### config.mk
export PLATFORM = sky130hd
export DESIGN_NAME = cfg_pio_engine
export DESIGN_NICKNAME = d
export VERILOG_FILES = /design/src/rtl/cfg_pio_pkg.sv /design/src/rtl/cfg_pio_timer.sv /design/src/rtl/cfg_pio_seq.sv /design/src/rtl/cfg_pio_regs.sv /design/src/rtl/cfg_pio_engine.sv
export SDC_FILE = /design/constraint.sdc
export NUM_CORES = 1
export LEC_CHECK = 0
export ABC_AREA = 1
export BUFFER_PORTS_ARGS = -buffer_cell sky130_fd_sc_hd__buf_2
export CELL_PAD_IN_SITES_DETAIL_PLACEMENT = 1
export CELL_PAD_IN_SITES_GLOBAL_PLACEMENT = 2
export CORE_MARGIN = 1
export CORE_UTILIZATION = 31
export DETAILED_ROUTE_END_ITERATION = 6
export HOLD_SLACK_MARGIN = 0.1
export PLACE_DENSITY_LB_ADDON = 0.1
export SYNTH_ARGS = -nofsm -noshare
export SYNTH_HDL_FRONTEND = slang
export SYNTH_SLANG_ARGS = --single-unit
### constraint.sdc
create_clock -name clk -period 2.8 [get_ports clk]
set_input_delay 0 -clock clk [delete_from_list [all_inputs] [get_ports clk]]
set_output_delay 0 -clock clk [all_outputs]
set_load 0.02 [all_outputs]
### src/rtl/cfg_pio_pkg.sv
package cfg_pio_pkg;
  localparam int DW     = 32;
  localparam int REG_AW = 4;

  localparam logic [REG_AW-1:0] RA_CTRL  = 4'd0;
  localparam logic [REG_AW-1:0] RA_STAT  = 4'd1;
  localparam logic [REG_AW-1:0] RA_ADDR  = 4'd2;
  localparam logic [REG_AW-1:0] RA_WDATA = 4'd3;
  localparam logic [REG_AW-1:0] RA_STRB  = 4'd4;
  localparam logic [REG_AW-1:0] RA_RDATA = 4'd5;
  localparam logic [REG_AW-1:0] RA_START = 4'd6;
  localparam logic [REG_AW-1:0] RA_ISR   = 4'd7;
  localparam logic [REG_AW-1:0] RA_TMO   = 4'd8;

  localparam logic [2:0] CC_OK  = 3'd0;
  localparam logic [2:0] CC_UR  = 3'd1;
  localparam logic [2:0] CC_CRS = 3'd2;
  localparam logic [2:0] CC_CA  = 3'd4;

  localparam int CTRL_NOWIN_BIT = 24;
  localparam logic [DW-1:0] ADDR_KEEP = 32'h0FFF_FFFC;

  typedef enum logic [1:0] {S_IDLE, S_ISSUE, S_WAIT, S_REJECT} seq_state_e;

  typedef struct packed {
    logic [2:0]    code;
    logic          err;
    logic          np;
    logic          is_read;
    logic [DW-1:0] data;
  } cpl_t;

  function automatic logic type_is_cfg(input logic [3:0] t);
    return t[3:2] == 2'b10;
  endfunction

  function automatic logic type_is_read(input logic [3:0] t);
    return type_is_cfg(t) && !t[1];
  endfunction
endpackage

### src/rtl/cfg_pio_timer.sv
module cfg_pio_timer #(
  parameter int TMO_W = 16
) (
  input  logic             clk,
  input  logic             rst_n,
  input  logic             run,
  input  logic [TMO_W-1:0] limit,
  output logic             expire
);
  localparam logic [TMO_W-1:0] CNT_MAX = '1;

  logic [TMO_W-1:0] cnt_q;

  always_ff @(posedge clk) begin
    if (!rst_n || !run) cnt_q <= '0;
    else if (cnt_q != CNT_MAX) cnt_q <= cnt_q + 1'b1;
  end

  assign expire = run && (limit != '0) && (cnt_q >= limit);
endmodule

### src/rtl/cfg_pio_seq.sv
module cfg_pio_seq
  import cfg_pio_pkg::*;
(
  input  logic          clk,
  input  logic          rst_n,
  input  logic          launch,
  input  logic [3:0]    ctrl_type,
  input  logic          ctrl_nowin,
  input  logic [DW-1:0] addr_word,
  input  logic [DW-1:0] wdata,
  input  logic [3:0]    strb,
  input  logic          tmo_expire,
  output logic          busy,
  output logic          run,
  output logic          req_valid,
  input  logic          req_ready,
  output logic [3:0]    req_type,
  output logic [DW-1:0] req_addr,
  output logic [DW-1:0] req_data,
  output logic [3:0]    req_strobe,
  output logic          req_nowin,
  input  logic          rsp_valid,
  output logic          rsp_ready,
  input  logic [2:0]    rsp_code,
  input  logic          rsp_err,
  input  logic [DW-1:0] rsp_data,
  output logic          done,
  output cpl_t          cpl
);
  seq_state_e state_q, state_d;

  always_ff @(posedge clk) begin
    if (!rst_n) begin
      state_q    <= S_IDLE;
      req_type   <= '0;
      req_addr   <= '0;
      req_data   <= '0;
      req_strobe <= '0;
      req_nowin  <= 1'b0;
    end else begin
      state_q <= state_d;
      if (launch && state_q == S_IDLE) begin
        req_type   <= ctrl_type;
        req_addr   <= addr_word;
        req_data   <= wdata;
        req_strobe <= type_is_read(ctrl_type) ? 4'hF : strb;
        req_nowin  <= ctrl_nowin;
      end
    end
  end

  assign busy      = state_q != S_IDLE;
  assign run       = (state_q == S_ISSUE) || (state_q == S_WAIT);
  assign req_valid = (state_q == S_ISSUE) && !tmo_expire;
  assign rsp_ready = state_q == S_WAIT;

  always_comb begin
    state_d     = state_q;
    done        = 1'b0;
    cpl.code    = CC_OK;
    cpl.err     = 1'b0;
    cpl.np      = 1'b1;
    cpl.is_read = type_is_read(req_type);
    cpl.data    = rsp_data;
    case (state_q)
      S_IDLE: begin
        if (launch) state_d = type_is_cfg(ctrl_type) ? S_ISSUE : S_REJECT;
      end
      S_ISSUE: begin
        if (tmo_expire) begin
          done     = 1'b1;
          cpl.code = CC_CA;
          cpl.err  = 1'b1;
          state_d  = S_IDLE;
        end else if (req_ready) begin
          state_d = S_WAIT;
        end
      end
      S_WAIT: begin
        if (rsp_valid) begin
          done     = 1'b1;
          cpl.code = rsp_code;
          cpl.err  = rsp_err;
          state_d  = S_IDLE;
        end else if (tmo_expire) begin
          done     = 1'b1;
          cpl.code = CC_CA;
          cpl.err  = 1'b1;
          state_d  = S_IDLE;
        end
      end
      S_REJECT: begin
        done     = 1'b1;
        cpl.code = CC_UR;
        cpl.np   = 1'b0;
        state_d  = S_IDLE;
      end
      default: state_d = S_IDLE;
    endcase
  end

  AST_REQ_HOLD: assert property (@(posedge clk) disable iff (!rst_n)
    (req_valid && !req_ready) |=> (req_valid || tmo_expire || !busy));
  AST_ONE_REQ: assert property (@(posedge clk) disable iff (!rst_n)
    (req_valid && req_ready) |=> !req_valid);
  AST_DONE_IDLE: assert property (@(posedge clk) disable iff (!rst_n)
    done |=> !busy);
  AST_REJECT_NOREQ: assert property (@(posedge clk) disable iff (!rst_n)
    (launch && !busy && !type_is_cfg(ctrl_type)) |=> !req_valid);
endmodule

### src/rtl/cfg_pio_regs.sv
module cfg_pio_regs
  import cfg_pio_pkg::*;
#(
  parameter int TMO_W = 16
) (
  input  logic              clk,
  input  logic              rst_n,
  input  logic              reg_we,
  input  logic [REG_AW-1:0] reg_waddr,
  input  logic [DW-1:0]     reg_wdata,
  input  logic [REG_AW-1:0] reg_raddr,
  output logic [DW-1:0]     reg_rdata,
  input  logic              busy,
  input  logic              done,
  input  cpl_t              cpl,
  output logic              launch,
  output logic [DW-1:0]     ctrl_q,
  output logic [DW-1:0]     addr_q,
  output logic [DW-1:0]     wdata_q,
  output logic [3:0]        strb_q,
  output logic [TMO_W-1:0]  tmo_q,
  output logic              irq
);
  localparam int TMO_PAD = DW - TMO_W;

  logic [2:0]    code_q;
  logic          np_q;
  logic          err_q;
  logic [DW-1:0] rdata_q;
  logic          isr_q;

  logic wr_hit_start, wr_hit_isr;
  assign wr_hit_start = reg_we && (reg_waddr == RA_START);
  assign wr_hit_isr   = reg_we && (reg_waddr == RA_ISR);
  assign launch       = wr_hit_start && reg_wdata[0] && !busy;

  always_ff @(posedge clk) begin
    if (!rst_n) begin
      ctrl_q  <= '0;
      addr_q  <= '0;
      wdata_q <= '0;
      strb_q  <= '0;
      tmo_q   <= '0;
    end else if (reg_we) begin
      case (reg_waddr)
        RA_CTRL:  ctrl_q  <= reg_wdata;
        RA_ADDR:  addr_q  <= reg_wdata & ADDR_KEEP;
        RA_WDATA: wdata_q <= reg_wdata;
        RA_STRB:  strb_q  <= reg_wdata[3:0];
        RA_TMO:   tmo_q   <= reg_wdata[TMO_W-1:0];
        default:  ;
      endcase
    end
  end

  always_ff @(posedge clk) begin
    if (!rst_n) begin
      code_q  <= CC_OK;
      np_q    <= 1'b0;
      err_q   <= 1'b0;
      rdata_q <= '0;
      isr_q   <= 1'b0;
    end else begin
      if (done) begin
        code_q <= cpl.code;
        np_q   <= cpl.np;
        err_q  <= cpl.err;
        if (cpl.is_read && cpl.code == CC_OK && !cpl.err) rdata_q <= cpl.data;
      end
      if (done) isr_q <= 1'b1;
      else if (wr_hit_isr && reg_wdata[0]) isr_q <= 1'b0;
    end
  end

  assign irq = isr_q;

  always_comb begin
    reg_rdata = '0;
    case (reg_raddr)
      RA_CTRL:  reg_rdata = ctrl_q;
      RA_STAT:  reg_rdata = {{(DW-12){1'b0}}, err_q, np_q, code_q, 7'd0};
      RA_ADDR:  reg_rdata = addr_q;
      RA_WDATA: reg_rdata = wdata_q;
      RA_STRB:  reg_rdata = {{(DW-4){1'b0}}, strb_q};
      RA_RDATA: reg_rdata = rdata_q;
      RA_START: reg_rdata = {{(DW-1){1'b0}}, busy};
      RA_ISR:   reg_rdata = {{(DW-1){1'b0}}, isr_q};
      RA_TMO:   reg_rdata = {{TMO_PAD{1'b0}}, tmo_q};
      default:  reg_rdata = '0;
    endcase
  end

  AST_ISR_ON_DONE: assert property (@(posedge clk) disable iff (!rst_n)
    done |=> isr_q);
  AST_RDATA_KEEP: assert property (@(posedge clk) disable iff (!rst_n)
    !(done && cpl.is_read && cpl.code == CC_OK && !cpl.err) |=> $stable(rdata_q));
  AST_ADDR_ALIGN: assert property (@(posedge clk) disable iff (!rst_n)
    (addr_q[1:0] == 2'b00) && (addr_q[31:28] == 4'h0));
  AST_ISR_HOLD: assert property (@(posedge clk) disable iff (!rst_n)
    (isr_q && !(wr_hit_isr && reg_wdata[0])) |=> isr_q);
endmodule

### src/rtl/cfg_pio_engine.sv
module cfg_pio_engine
  import cfg_pio_pkg::*;
#(
  parameter int TMO_W = 16
) (
  input  logic              clk,
  input  logic              rst_n,
  input  logic              reg_we,
  input  logic [REG_AW-1:0] reg_waddr,
  input  logic [DW-1:0]     reg_wdata,
  input  logic [REG_AW-1:0] reg_raddr,
  output logic [DW-1:0]     reg_rdata,
  output logic              irq,
  output logic              req_valid,
  input  logic              req_ready,
  output logic [3:0]        req_type,
  output logic [DW-1:0]     req_addr,
  output logic [DW-1:0]     req_data,
  output logic [3:0]        req_strobe,
  output logic              req_nowin,
  input  logic              rsp_valid,
  output logic              rsp_ready,
  input  logic [2:0]        rsp_code,
  input  logic              rsp_err,
  input  logic [DW-1:0]     rsp_data
);
  logic             launch, busy, run, done, expire;
  cpl_t             cpl;
  logic [DW-1:0]    ctrl_q, addr_q, wdata_q;
  logic [3:0]       strb_q;
  logic [TMO_W-1:0] tmo_q;

  cfg_pio_regs #(.TMO_W(TMO_W)) u_regs (
    .clk(clk), .rst_n(rst_n),
    .reg_we(reg_we), .reg_waddr(reg_waddr), .reg_wdata(reg_wdata),
    .reg_raddr(reg_raddr), .reg_rdata(reg_rdata),
    .busy(busy), .done(done), .cpl(cpl),
    .launch(launch), .ctrl_q(ctrl_q), .addr_q(addr_q), .wdata_q(wdata_q),
    .strb_q(strb_q), .tmo_q(tmo_q), .irq(irq)
  );

  cfg_pio_timer #(.TMO_W(TMO_W)) u_timer (
    .clk(clk), .rst_n(rst_n), .run(run), .limit(tmo_q), .expire(expire)
  );

  cfg_pio_seq u_seq (
    .clk(clk), .rst_n(rst_n),
    .launch(launch), .ctrl_type(ctrl_q[3:0]), .ctrl_nowin(ctrl_q[CTRL_NOWIN_BIT]),
    .addr_word(addr_q), .wdata(wdata_q), .strb(strb_q), .tmo_expire(expire),
    .busy(busy), .run(run),
    .req_valid(req_valid), .req_ready(req_ready), .req_type(req_type),
    .req_addr(req_addr), .req_data(req_data), .req_strobe(req_strobe),
    .req_nowin(req_nowin),
    .rsp_valid(rsp_valid), .rsp_ready(rsp_ready), .rsp_code(rsp_code),
    .rsp_err(rsp_err), .rsp_data(rsp_data),
    .done(done), .cpl(cpl)
  );
endmodule

# == After elaboration in Yosys (flattened, before gate mapping) ==
# Cells that the tools add are included.
# word_totals
reg_bits,233
output_inout_bits,108
word_cells,97
# classes
n_addsub,1
n_lt_le_gt_ge,1
n_eq_ne,23
n_mux,19
n_reduce_logical,36
# op_table
op,n
one-hot mux 32 bit (9 select lines),1
"equality test 4 x 3 -> 1 bit, second input constant",7
"adder 16 x 1 -> 16 bit, second input constant",1
"equality test 4 x 2 -> 1 bit, second input constant",4
greater-or-equal comparator 16 bit,1
"!= test 16 bit, second input constant",1
nonzero test 16 bit,1
logical AND 1 bit,13
2-to-1 mux 2 bit,6
2-to-1 mux 4 bit,3
AND reduction 2 bit,6
one-hot mux 3 bit (3 select lines),1
"equality test 2 bit, second input constant",4
"equality test 4 bit, second input constant",2
zero test 4 bit,2
one-hot mux 2 bit (4 select lines),1
zero test 1 bit,7
"!= test 3 x 2 -> 1 bit, second input constant",2
2-to-1 mux 1 bit,5
"equality test 4 x 1 -> 1 bit, second input constant",1
nonzero test 2 bit,2
zero test 3 bit,1
one-hot mux 1 bit (3 select lines),1
AND reduction 3 bit,1
5 further kinds,6

# == Logic depth before layout (Yosys ltp) ==
# Gate-level depths: netlist of the first run.
# depth
ltp_word,11
mapped_depth,21
ltp_nobuf,20

# == Hierarchy ==
# From an unflattened synthesis of the first run, not the netlist that was laid out.
# unflattened
hier_cells,1535
area_unflattened_um2,10986.8
# modules_own_cells
module,n_inst,cells_per_inst,area_each_um2,seq_area_each_um2
cfg_pio_regs,1,939,6512.5,2962.8
cfg_pio_seq,1,399,3171.8,1501.4
cfg_pio_timer,1,197,1302.5,320.3

# == Worst setup path before layout of the first run ==
# OpenSTA, ideal clock, no wires.
# synth_path
kind,register to register
from,register u_regs.tmo_q[7]
to,register u_regs.rdata_q[10]
arrival_ns,1.951
t_required_ns,2.687
slack_ns,0.736
stages_incl_launch_ff,19
n_path_buf,1
cell_sequence,dfxtp_1 inv_2 ha_1 nand2_1 inv_2 nand2_1 nor2_1 nor2_1 nand2_1 nand2_1 nand2_2 nand2_2 nand2_2 nand2_2 a21oi_4 nand3_4 buf_2 nor2_1 nor2_1
# synth_between
elab_chain_len,10
# synth_lines
item,line_no,text
"start, declared",cfg_pio_regs.sv:21,"output logic [TMO_W-1:0] tmo_q,"
"start signal, assigned",cfg_pio_regs.sv:50,RA_TMO: tmo_q <= reg_wdata[TMO_W-1:0];
branches (longest 2 deep; another with greater-or-equal comparator 16 bit),--,
logical AND 1 bit *,cfg_pio_timer.sv:19,assign expire = run && (limit != '0) && (cnt_q >= limit);
2-to-1 mux 4 bit,"cfg_pio_seq.sv:70, cfg_pio_seq.sv:85",
2-to-1 mux 4 bit,cfg_pio_seq.sv:80,if (rsp_valid) begin
one-hot mux 3 bit (3 select lines),cfg_pio_seq.sv:65,case (state_q)
zero test 3 bit,cfg_pio_regs.sv:68,if (cpl.is_read && cpl.code == CC_OK && !cpl.err) rdata_q <= cpl.data;
logical AND 1 bit (2 in a row),cfg_pio_regs.sv:68,
AND reduction 2 bit (no line) *,--,
"end signal, assigned",cfg_pio_regs.sv:68,
"end, declared",cfg_pio_regs.sv:29,logic [DW-1:0] rdata_q;
# Mark *: on every way between the ends.
# A chain may end at the register's enable or synchronous reset.

# == Final worst setup path of the first run ==
# layout_path
from,register u_timer.cnt_q[0]
to,register u_regs.rdata_q[17]
# layout_between
elab_chain_len,9
# layout_lines
item,line_no,text
"start, declared",cfg_pio_timer.sv:12,logic [TMO_W-1:0] cnt_q;
"start signal, assigned",cfg_pio_timer.sv:16,else if (cnt_q != CNT_MAX) cnt_q <= cnt_q + 1'b1;
greater-or-equal comparator 16 bit *,cfg_pio_timer.sv:19,
logical AND 1 bit *,cfg_pio_timer.sv:19,
2-to-1 mux 4 bit,"cfg_pio_seq.sv:70, cfg_pio_seq.sv:85",
2-to-1 mux 4 bit,cfg_pio_seq.sv:80,
one-hot mux 3 bit (3 select lines),cfg_pio_seq.sv:65,
zero test 3 bit,cfg_pio_regs.sv:68,
logical AND 1 bit (2 in a row),cfg_pio_regs.sv:68,
AND reduction 2 bit (no line) *,--,
# Every way passes the cells marked *; elsewhere a longest branch is shown, timed or not.

==> results.txt, run 1 <==
The flow ran to the end, and the final reports show no timing, DRC or antenna violations. The clock latency on the worst-skew pair came out at 550 ps. The top fanout value on the critical path is 32. The global-route wire length before repair is 57.37 mm. The average via count per standard cell came out at 4.914.

The post-CTS repair timing setup buffer count came out at 0. The pin count of the biggest net entering global routing came out at 107. The post-synthesis instance area is 0.009889 mm2. After detailed routing, the number of remaining DRC violations is 0. The area added between synthesis and finish came out at 31.88%. Global routing finished with a remaining overflow of 0.

The violation count after the first detailed-route iteration came out at 481. The required time at the worst-slack endpoint came out at 3270 ps. STA classifies the critical path startpoint as a flip-flop. The final routed wirelength across all metal layers is 36.83 mm.

The worst supply voltage drop on vdd is 440.3 uV. The distinct cell type count after synthesis is 41. The static leakage came out at 5.635 nW.

The data arrival time of the critical path came out at 3040 ps. For this run, the post-layout net count is 1682. Across the run, the number of max-cap violations was 0. The hold violation count in the final report came to 0.

The total die area came out at 0.03262 mm2. The number of max-slew violations in the final report came out at 0. The final route contains 9847 vias. The synthesized design spends more area on one cell type than any other, namely dfxtp_1. The post-route netlist has 17.18% of its cells at a drive strength greater than 1. The post-DP HPWL is 25.36 mm. The deepest level of the CTS H-tree is 1. The min-delay analysis places its worst path in the category in2reg. In this run, CTS created clock tree buffers numbering 28. Counting instances, the worst hold path has a depth of 4. In this run the cell area measured after placement is 0.01122 mm2. The width of the die came out at 180.6 um.

The smallest clock period supported by the final layout is computed as 2568 ps. The number of failing setup endpoints in the final timing report is 0. The count of nets left with antenna violations after detail routing came out at 0. The total clock sinks is 233.

The share of the yosys chip area belonging to registers came out at 47.17%. TritonCTS built the clock tree. The maximum clock frequency came out at 389.5 MHz.

The count of cells resized by post-cts repair is 0. In the global route stage, overall resource usage came out at 22.57%. The worst clock skew came out at 15.74 ps. Dividing total power by cell area gives a power density of 648.7 mW/mm2.

The final weighted congestion in routability-driven placement is 0.7813. The clock transition at the registers of the reported paths came out at 60 ps. The final setup TNS came out at 0 ps.

The count of port buffers added during placement is 182. The top cell types in the final layout, fill and taps aside, are 233 x dfxtp_1, 206 x o21ai_0, 205 x nor2_1, 181 x buf_2, 165 x inv_1. Setup repair after global routing left no endpoint under its margin.

For the pin with the worst max-slew slack, the measured transition is 928.1 ps. The number of antenna violations at the first check in global routing came to 0. The via count of the first global-routing pass came out at 9953.

From bottom edge to top edge, the die measures 180.6 um. Yosys attributes the largest share of cell area to dfxtp_1 47%, o21ai_0 10%, nor2_1 7.9%, a21oi_1 7.4%, inv_1 6.3%. The total non-filler cell area in the finished layout is 0.01304 mm2. The master cell of the clock root buffer is clkbuf_16. The path depth of the worst reg2reg path came out at 17. The I/O pin count came out at 189. Counting flops and latches in the post-synthesis netlist gives 233.

The region available for standard cell placement spans 0.03147 mm2. The total number of placement rows is 65. The share of the clock period used by the worst path after layout came out at 91.70%. The deepest clock path buffer count came out at 3. The post-synthesis cell count is 1334. The detail-routed net length per standard cell is 18.38 um. The share of the synthesized area in the top cell type came out at 47.17%. After synthesis, the mean cell area works out to 7.413 um2. The number of warnings reported in the yosys synthesis log is 0. Measured against its own limit, the worst slew margin works out to 37.74%. The effective utilization at floorplan is 31.42%.

The number of iterations in the first detailed-routing pass is 4. STA classifies the critical path endpoint as a flip-flop. Leaving out fill and tap cells, the most frequent cell in the layout is dfxtp_1.

The type of the worst setup path is reg2reg.
[per-layer routing]
metal	global-route usage, %	share of wire [%]
met1	29.36	46
met2	39.10	48
met3	2.991	3.9
met4	6.017	2.3
met5	0	0
[final timing paths]
kind	from	end	slack, ps
min reg2reg	u_regs.ctrl_q[31]$_SDFFE_PN0P_	u_regs.ctrl_q[31]$_SDFFE_PN0P_	440
max	u_timer.cnt_q[0]$_SDFFE_PP0P_	u_regs.rdata_q[17]$_SDFFE_PN0P_	230
max reg2reg	u_timer.cnt_q[0]$_SDFFE_PP0P_	u_regs.rdata_q[17]$_SDFFE_PN0P_	230
min	rsp_data[9]	u_regs.rdata_q[9]$_SDFFE_PN0P_	220
[synth_stat cells]
| library cell | instances |
|---|---|
| clkinv_1 | 1 |
| a2111oi_0 | 1 |
| nor4_1 | 3 |
| nand4_1 | 10 |
| inv_2 | 6 |
| nand3_2 | 1 |
| conb_1 | 1 |
| a32o_1 | 3 |
| a211oi_1 | 2 |
| a31oi_1 | 6 |
| clkbuf_1 | 61 |
| buf_6 | 3 |
| o32ai_1 | 1 |
| or2_2 | 2 |
| nor3_1 | 10 |
| o22ai_1 | 12 |
| nand3_1 | 15 |
| o21ai_1 | 1 |
| o2111ai_1 | 7 |
| a221oi_1 | 14 |
| dfxtp_1 | 233 |
| ha_1 | 21 |
| o21bai_1 | 1 |
| inv_1 | 166 |
| a21oi_1 | 147 |
| nor3b_1 | 1 |
| nand3_4 | 1 |
| o221ai_1 | 13 |
| a21oi_4 | 1 |
| xor2_1 | 4 |
| buf_4 | 6 |
| buf_1 | 2 |
| nand2_2 | 4 |
| buf_2 | 7 |
| xnor2_1 | 1 |
| o21ai_0 | 206 |
| nor2_1 | 207 |
| o31ai_1 | 1 |
| nand2_1 | 150 |
| a21boi_1 | 1 |
| nor3b_2 | 1 |
[worst max-delay path, stage by stage (launching register included)]
cell and delay, ps:
dfxtp_1 390, inv_1 80, ha_1 300, nand4_1 90, nor2_1 100, nor2_1 50
nand2_1 120, nand2_1 80, nand2_2 80, nand2_2 70, nand2_2 90, nand2_2 60
a21oi_4 230, nand3_4 240, buf_12 250, nand2_1 70, nand2_1 50, nor2_1 110
[cell type report]
class / count / area (um2)
inverters: 173 / 650.6
fillers: 3855 / 18430
flip-flops and latches: 233 / 4664
clock buffers: 41 / 850.8
diodes: 1 / 2.502
well taps: 402 / 503.0
clock inverters: 10 / 150.1
repair buffers: 290 / 1967
multi-input cells: 854 / 4254
[cell families after synthesis]
family,Yosys count,synth area share [%]
compound gates,417,23.09
simple gates,405,16.50
buf+inv,252,10.11
flops,233,47.17
fa+ha+maj,21,2.657
xor+xnor,5,0.4428
other cells,1,0.03792
[sequential cells by signal, summed over array words and instances, names as in the netlist]
signal and cells:
u_seq.req_addr 26, u_regs.tmo_q 16, u_seq.req_data 32, u_regs.wdata_q 32, u_regs.np_q 1, u_regs.addr_q 26, u_timer.cnt_q 16, u_seq.req_nowin 1
u_regs.irq 1, u_regs.err_q 1, u_regs.strb_q 4, u_seq.req_strobe 4, u_seq.state_q 2, u_regs.rdata_q 32, u_seq.req_type 4, u_regs.ctrl_q 32
u_regs.code_q 3
[repair_timing]
item,CTS,global route
hold endpoints to repair,153,0
endpoints found under the setup margin,0,0
hold buffers,82,0
[report_power, final]
part           leakage [nW]  switching (W)  internal, W
clock                 0.500        0.00148      0.00246
sequential             1.88      0.0000633      0.00341
combinational          3.25       0.000675     0.000373
total                  5.64        0.00222      0.00625
[through the flow]
stage               cells  total power, W  hold slack, ps  utilization [%]  worst slack [ps]
finish               2004        0.008461           215.6            41.44             232.4
global route         2003        0.008818           206.8            41.43            0.5087
CTS                  2003        0.008569           199.5            41.43             198.0
detailed placement   1870        0.004510           237.1            35.64             219.5
global placement     1870        0.004505           226.3            35.64             321.2
floorplan            1339        0.004129           134.9                -             736.3
Power figures use the tool's default switching activity.
==> run 2, diff against run 1 <==
Settings changed: CORE_UTILIZATION 31 to 25.
==> run 2 against run 1 <==
  * Utilization shrank 7.7 points
  * Clock power shrank 7.6%
  * Largest power group unchanged
  * Critical path depth grew 2
  * Maximum frequency grew 4.6%
==> results.txt, run 2 (synthesis results as in run 1) <==
The deepest level of the CTS H-tree is 1 (unchanged). The pre-CTS worst setup slack came to 271.6 ps (+52.07 ps). The most common library cell in the layout ignoring fill and taps is dfxtp_1. The post-DP HPWL is 27.23 mm (+7.4%).

The master cell of the clock root buffer is clkbuf_16. The number of nets in the finished design was 1680 (-0.12%). The clock latency on the worst-skew pair came out at 560 ps (about the same).

The pin slew with the least headroom to its limit is 1030 ps (+101.4 ps). The hold violation count in the final report is 0 (unchanged). The maximum clock frequency is 407.5 MHz (+4.6%). The final worst setup slack is 345.8 ps (+113.4 ps). The final global-route overflow total came out at 0 (unchanged). The average via count per standard cell is 4.617 (-6.0%).

The top fanout value on the critical path is 26 (-19%). The count of nets left with antenna violations after detail routing came out at 0 (unchanged). The total die area came out at 0.04036 mm2 (+24%). The worst register-to-register path begins at u_regs.tmo_q[5]$_SDFFE_PN0P_. The final routed wirelength across all metal layers came out at 39.57 mm (+7.4%). The standard cell core area came to 0.03883 mm2 (+23%).

Setup repair after global routing left no endpoint under its margin. In this run the critical register-to-register path is captured at u_regs.rdata_q[3]$_SDFFE_PN0P_. The worst clock skew came to 10.59 ps (-5.154 ps). The width of the die is 200.9 um (+11%).

The number of max-slew violations in the final report came out at 0 (unchanged). The top cell types in the final layout, fill and taps aside, are 233 x dfxtp_1, 206 x o21ai_0, 204 x nor2_1, 181 x buf_2, 165 x inv_1. The deepest clock path buffer count came out at 3 (unchanged). The cell count after placement is 1983 (+6.0%). The total number of vias came out at 9774 (-0.74%).

The share of cells above drive strength 1 came out at 16.89% (-0.29 points). The data arrival time of the critical path came to 2950 ps (-90 ps). The total clock sinks came to 233 (unchanged).

The static leakage is 5.592 nW (-0.77%). The final setup TNS is 0 ps (unchanged). The count of non-filler cells in the finished layout came out at 2117 (+5.6%). The critical path endpoint category is a flip-flop. For hold timing, the worst endpoint is u_regs.rdata_q[7]$_SDFFE_PN0P_. The worst hold path depth came out at 4 (unchanged). STA classifies the critical path startpoint as a flip-flop. The via count of the first global-routing pass came out at 10010 (+0.61%). The count of cells resized by post-cts repair is 0 (unchanged). The flow ran to the end, and the final reports show no timing, DRC or antenna violations.

The worst supply voltage drop on vdd came out at 435.6 uV (-1.1%). The required time at the worst-slack endpoint is 3290 ps (+20 ps). The die extent in y came out at 200.9 um (+11%). Compared with the post-synthesis result, the final layout area differs by 32.49%. The number of antenna cells inserted came to 0 (-1). The CTS buffer count is 29 (+3.6%). The path depth of the worst reg2reg path came out at 19 (+2). The final weighted congestion in routability-driven placement is 0.7909 (+1.2%). The number of failing setup endpoints in the final timing report is 0 (unchanged). The smallest hold slack came out at 205.9 ps (-9.772 ps).

The number of antenna violations at the first check in global routing came out at 0 (unchanged). The setup slack on the worst flop-to-flop path is 350 ps (+110 ps). The number of filler instances in the final layout came out at 4762 (+24%). The relative slew slack was 31.29% (-6.5 points).

The pin count of the biggest net entering global routing is 154 (+44%). The total of max-cap violations was 0 (unchanged). The time the worst path needs with I/O delays and setup came out at 2454 ps (-113.4 ps). The overall global routing resource usage is 19.43% (-3.1 points).

The tightest min-delay check is of the in2reg type. The number of iterations in the first detailed-routing pass is 4 (unchanged). The total DRC errors in the routed layout is 0 (unchanged).

The startpoint identified for the worst hold timing path is rsp_data[7]. The violation count after the first detailed-route iteration came to 298 (-38%). The total number of placement rows is 72 (+11%). The count of port buffers added during placement was 182 (unchanged). The areal power density over the cells is 625.1 mW/mm2 (-3.6%). The global-route wire length before repair is 60.64 mm (+5.7%). The clock transition at the registers of the reported paths came out at 60 ps (about the same). The I/O pin count is 189 (unchanged). The share of the clock period used by the worst path after layout is 87.65% (-4.1 points). The effective utilization at floorplan is 25.47% (-6.0 points). The type of the worst setup path is reg2reg. The detail-routed net length per standard cell came out at 18.69 um (+1.7%). TritonCTS built the clock tree.
run 2: changes by cell type in the layout (fill, tap and decap cells not counted), moves of 2 or more:
cell	delta
clkinv_2	-2
bufinv_16	-4
buf_12	+2
buf_4	-5
clkbuf_1	+5
run 2: layout make-up:
cell class	count	area, um2	area share, %
clock buffer	47	883.3	6.742
clock inverter	5	28.78	0.2196
inverter	173	650.6	4.966
multi-input combinational	854	4257	32.49
sequential	233	4664	35.60
tap	518	648.1	4.947
timing repair buffer	287	1971	15.04
run 2: worst max-delay path: stages, from the launching register on:
cell,delay [ps]
dfxtp_1,300
inv_1,80
ha_1,310
nand2_1,60
inv_1,50
nand2_1,90
nor2_1,110
nor2_1,40
nand2_1,70
nand2_1,70
nand2_2,90
nand2_2,70
nand2_2,100
nand2_2,70
a21oi_4,240
nand3_4,160
buf_12,200
nand2_1,70
nand2_1,50
nor2_1,130
run 2: metal layers:
layer  vias to the layer above  wire [um]  GRT usage [%]
met5                         -          0              0
met4                         0        842          4.417
met3                        52        940          2.029
met2                       165      18320          32.38
met1                      4674      19470          26.84
li1                       4883          -              -
run 2: what timing repair did:
item | 4_1_cts | 5_1_grt
setup endpoints to repair | 0 | 1
endpoints found under the hold margin | 170 | 0
setup buffers | 0 | 1
hold buffers | 81 | 0
run 2: stage by stage:
stage	total power, W	instance area (um2)	utilization (%)
final	0.008190	13100	33.75
after global routing	0.008562	13100	33.75
after CTS	0.008320	13100	33.73
after detailed placement	0.004546	11370	29.29
after global placement	0.004542	11370	29.29
after floorplan	0.004129	9908	-
run 2: how the worst max path moves through the flow:
stage,from,end
floorplan,u_regs.tmo_q[7]$_SDFFE_PN0P_,u_regs.rdata_q[10]$_SDFFE_PN0P_
global placement,u_regs.tmo_q[5]$_SDFFE_PN0P_,u_regs.rdata_q[20]$_SDFFE_PN0P_
detailed placement,u_regs.tmo_q[5]$_SDFFE_PN0P_,u_regs.rdata_q[1]$_SDFFE_PN0P_
CTS,u_regs.tmo_q[5]$_SDFFE_PN0P_,u_regs.rdata_q[3]$_SDFFE_PN0P_
global route,u_regs.tmo_q[5]$_SDFFE_PN0P_,u_regs.rdata_q[1]$_SDFFE_PN0P_
finish,u_regs.tmo_q[5]$_SDFFE_PN0P_,u_regs.rdata_q[3]$_SDFFE_PN0P_
run 2: power by group:
group          switching (W)  internal (W)
Combinational       0.000700      0.000378
Sequential         0.0000604       0.00341
Clock                0.00150       0.00213
Total                0.00226       0.00593
==> run 3, diff against run 2 <==
Settings changed: CTS_CLUSTER_SIZE from default to 24, SYNTH_HIERARCHICAL from default to 1.
==> run 3 against run 2 <==
  * Sequential cell count is 6 higher
  * Routed wire length up 8.0%
  * Clock-buffer cell count down 3
  * Final cell count is 12% higher
  * Via count grew 7.8%
  * Sequential power is 3% higher
  * Area after synthesis up 11%
  * Combinational power is essentially flat
  * Critical path depth shrank 3
  * Critical path type unchanged
  * Critical endpoint is now u_seq/state_q[1]$_SDFFE_PN0P_
  * Largest power group unchanged
  * Highest routed layer is now met5
==> results.txt, run 3 <==
The sequential fraction of design power came out at 41.3% (-1.1 points). The data arrival time of the critical path is 3020 ps (+70 ps). The smallest hold slack came out at 253.0 ps (+47.16 ps).

After synthesis, the most frequently instantiated cells are 253 x nor2_1, 239 x dfxtp_1, 225 x nand2_1. The internal power contribution is 0.006345 W (+7.1%). The standard cell core area came out at 0.04317 mm2 (+11%). The number of failing setup endpoints in the final timing report is 0 (unchanged). The total number of vias came out at 10540 (+7.8%). The global-route wire length before repair is 64.82 mm (+6.9%). The worst supply voltage drop on vdd came out at 411.8 uV (-5.5%). The overall global routing resource usage came to 19.06% (-0.37 points). The average footprint of a synthesized cell came out at 7.158 um2 (-3.5%). The post-synthesis instance area is 0.01099 mm2 (+11%). The proportion of total power due to net switching was 26.74% (-0.90 points). The CTS buffer count is 30 (+3.4%). The TritonCTS clock tree is yes. The critical path endpoint category is a flip-flop. The number of nets in the finished design came to 1867 (+11%). The width of the die was 211.6 um (+5.3%). The required time at the worst-slack endpoint came to 3260 ps (-30 ps). The total non-filler cell area in the finished layout came out at 0.01417 mm2 (+8.1%). The deepest level of the CTS H-tree is 1 (unchanged). The number of filler instances in the final layout is 5419 (+14%). The average via count per standard cell is 4.442 (-3.8%). The delay of the slowest cell on the worst path is 640 ps (+330 ps). The post-DP HPWL is 31.19 mm (+15%). The clock latency on the worst-skew pair came out at 570 ps (about the same). The time the worst path needs with I/O delays and setup is 2564 ps (+109.5 ps). The static leakage came to 5.843 nW (+4.5%). The sequential standard cell area is 0.004785 mm2 (+2.6%). The relative slew slack came out at 48.00% (+17 points). The final weighted congestion in routability-driven placement came to 0.7905 (about the same). The share of the synthesized area in the top cell type is 43.55% (-3.6 points). The cell that appears most often on the critical path is nand2_1. The number of antenna cells inserted is 0 (unchanged). The number of iterations in the first detailed-routing pass is 5 (+1). The total of flip-flops plus latches after synthesis came out at 239 (+2.6%). The library cell used most frequently in the layout, excluding fill and tap cells, is nor2_1.

The pin slew with the least headroom to its limit came out at 779.2 ps (-250.4 ps). The flow ran to the end, and the final reports show no timing, DRC or antenna violations. The post-route core utilization was 32.81% (-0.93 points). The total die area came out at 0.04479 mm2 (+11%). The number of max-slew violations in the final report came out at 0 (unchanged). The distinct cell type count after synthesis is 38 (-7.3%). The post-CTS repair timing setup buffer count is 0 (unchanged). The I/O pin count is 189 (unchanged). The cell family contributing the most delay on the critical path is buffers and inverters. The final global-route overflow total came out at 0 (unchanged).

The share of the yosys chip area belonging to registers was 43.55% (-3.6 points). Sorting the synthesized cells by area gives the leading types as dfxtp_1 44%, o21ai_0 9.2%, nor2_1 8.6%, nand2_1 7.7%, a21oi_1 5.5%. The fraction of registers with async set or reset after synthesis is 0% (unchanged). The effective utilization at floorplan came to 25.45% (about the same).

The final routed wirelength across all metal layers was 42.73 mm (+8.0%). Setup repair after global routing left no endpoint under its margin. The most used flip-flop cell after synthesis is dfxtp_1. Yosys instantiated no cell more often than nor2_1. The die extent in y came to 211.6 um (+5.3%). The count of nets left with antenna violations after detail routing came to 0 (unchanged).

The share of cells above drive strength 1 came to 19.03% (+2.1 points). In the layout the commonest cells are 251 x nor2_1, 239 x dfxtp_1, 225 x nand2_1, 202 x o21ai_0, 187 x buf_2. The post-synthesis cell count was 1535 (+15%). The count of flip-flops with a built-in enable after synthesis came out at 0 (unchanged). The pin count of the biggest net entering global routing came out at 84 (-45%). By startpoint and endpoint, the worst setup path is classified as reg2reg.

The worst clock skew is 8.144 ps (-2.444 ps). The areal power density over the cells is 611.3 mW/mm2 (-2.2%). The violation count after the first detailed-route iteration is 494 (+66%). The share of total power in the clock network came out at 46.4% (+2.0 points). The number of warnings reported in the yosys synthesis log came out at 6 (+6). The count of non-filler cells in the finished layout is 2372 (+12%). The via count of the first global-routing pass was 10490 (+4.8%). The hold violation count in the final report came out at 0 (unchanged). The cell count after placement is 2235 (+13%). The total number of placement rows is 76 (+5.6%). The deepest clock path buffer count is 3 (unchanged). dfxtp_1 takes more of the synthesized area than any other cell. The worst setup path is launched from a flip-flop. The total of max-cap violations came to 0 (unchanged). The final setup TNS came out at 0 ps (unchanged). The cell sitting at the root of the clock tree is a clkbuf_16.

The detail-routed net length per standard cell is 18.01 um (-3.6%). The top fanout value on the critical path was 4 (-85%). The total DRC errors in the routed layout came out at 0 (unchanged). The share of the clock period used by the worst path after layout is 91.56% (+3.9 points). The net load switching power came out at 0.002315 W (+2.3%). The total cell area at the placement stage came to 0.01230 mm2 (+8.1%).

The combinational share of power was 12.4% (-0.8 points). The master of the slowest instance on the critical path is dlygate4sd3_1. The clock transition at the registers of the reported paths is 60 ps (about the same). The total clock sinks came out at 239 (+2.6%). The maximum clock frequency was 390.1 MHz (-4.3%). The area added between synthesis and finish is 28.94%.

The count of port buffers added during placement came out at 188 (+3.3%). Traced cell by cell, the critical path runs through inv_1 -> ha_1 -> nand2_1 -> inv_1 -> o21bai_1 -> a21oi_2 -> nor2_1 -> a21oi_2 -> buf_4 -> nor2_1 -> nand2_1 -> nand3_1 -> dlygate4sd3_1 -> nand2_1 -> nand2_1 -> nor2_1. The min-delay analysis places its worst path in the category in2reg.

The count of buffer and inverter cells on the critical path came out at 4 (+1). The combined area of the multi-input logic cells is 0.004868 mm2 (+14%). The number of antenna violations at the first check in global routing came out at 2 (+2).
-- run 3: cell count changes after synthesis, moves of 13 or more --
cell / previous run / this run
nand2_1: 150 / 225
nand3_1: 15 / 70
nor2_1: 207 / 253
buf_4: 6 / 46
nor2_2: 0 / 35
a21oi_1: 147 / 121
clkbuf_1: 61 / 46
a221oi_1: 14 / 0
o21ai_1: 1 / 15
nand4_1: 10 / 23
o221ai_1: 13 / 0
-- run 3: final timing paths --
kind,cells past startpoint,slack [ps],end,start
min,4,250,u_regs/rdata_q[19]$_SDFFE_PN0P_,rsp_data[19]
min reg2reg,2,440,u_regs/ctrl_q[17]$_SDFFE_PN0P_,u_regs/ctrl_q[17]$_SDFFE_PN0P_
max,16,240,u_seq/state_q[1]$_SDFFE_PN0P_,u_regs/tmo_q[9]$_SDFFE_PN0P_
max reg2reg,16,240,u_seq/state_q[1]$_SDFFE_PN0P_,u_regs/tmo_q[9]$_SDFFE_PN0P_
-- run 3: final cells by class --
cell class	count	area share, %
Inverter	168	4.460
Timing Repair Buffer	308	15.03
Clock buffer	44	6.244
Tap cell	585	5.167
Multi-Input combinational cell	1016	34.37
Sequential cell	239	33.77
Clock inverter	12	0.9539
-- run 3: worst reg2reg max path, delay by kind of cell (launching register included) --
kind	cells	cell delay [ps]
flops	1	350
fa+ha+maj	1	310
buf+inv	4	900
compound gates	3	310
simple gates	8	600
-- run 3: per-stage QoR --
stage               total power [W]  setup WS [ps]
floorplan                  0.004241          116.6
global placement           0.004596          162.4
detailed placement         0.004603          51.29
CTS                        0.008795          35.00
global route               0.009059          5.207
finish                     0.008660          236.3
-- run 3: timing repair --
item                                   4_1_cts  5_1_grt
hold buffers                                81        0
setup endpoints to repair                    0       32
gates resized for setup                      0       11
endpoints found under the hold margin      151        0
-- run 3: logic make-up (layout without fill, tap and decap cells) --
kind of cell               after synthesis  count (layout)  synth area share [%]
and+or+nand+nor                        631             631                 24.68
AOI/OAI and AO/OA                      355             355                 16.54
adders and majority gates               23              23                 2.619
buffers and inverters                  285             532                 12.50
DFF                                    239             239                 43.55
xor gates and xnor gates                 1               1               0.07973
other                                    1               6               0.03413
-- run 3: metal layers --
layer / track usage [%] / part of all wire (%)
met5: 0 / 0.030
met3: 2.655 / 3.8
met4: 4.273 / 1.7
met1: 29.35 / 54
met2: 27.54 / 40
-- run 3: power by group through the flow --
stage	logic [W]	clock network, W	registers (W)
after floorplan	0.000594	0	0.00365
after global placement	0.000949	0	0.00365
after detailed placement	0.000954	0	0.00365
after CTS	0.00106	0.00416	0.00357
after global routing	0.00119	0.00428	0.00358
final	0.00107	0.00402	0.00357
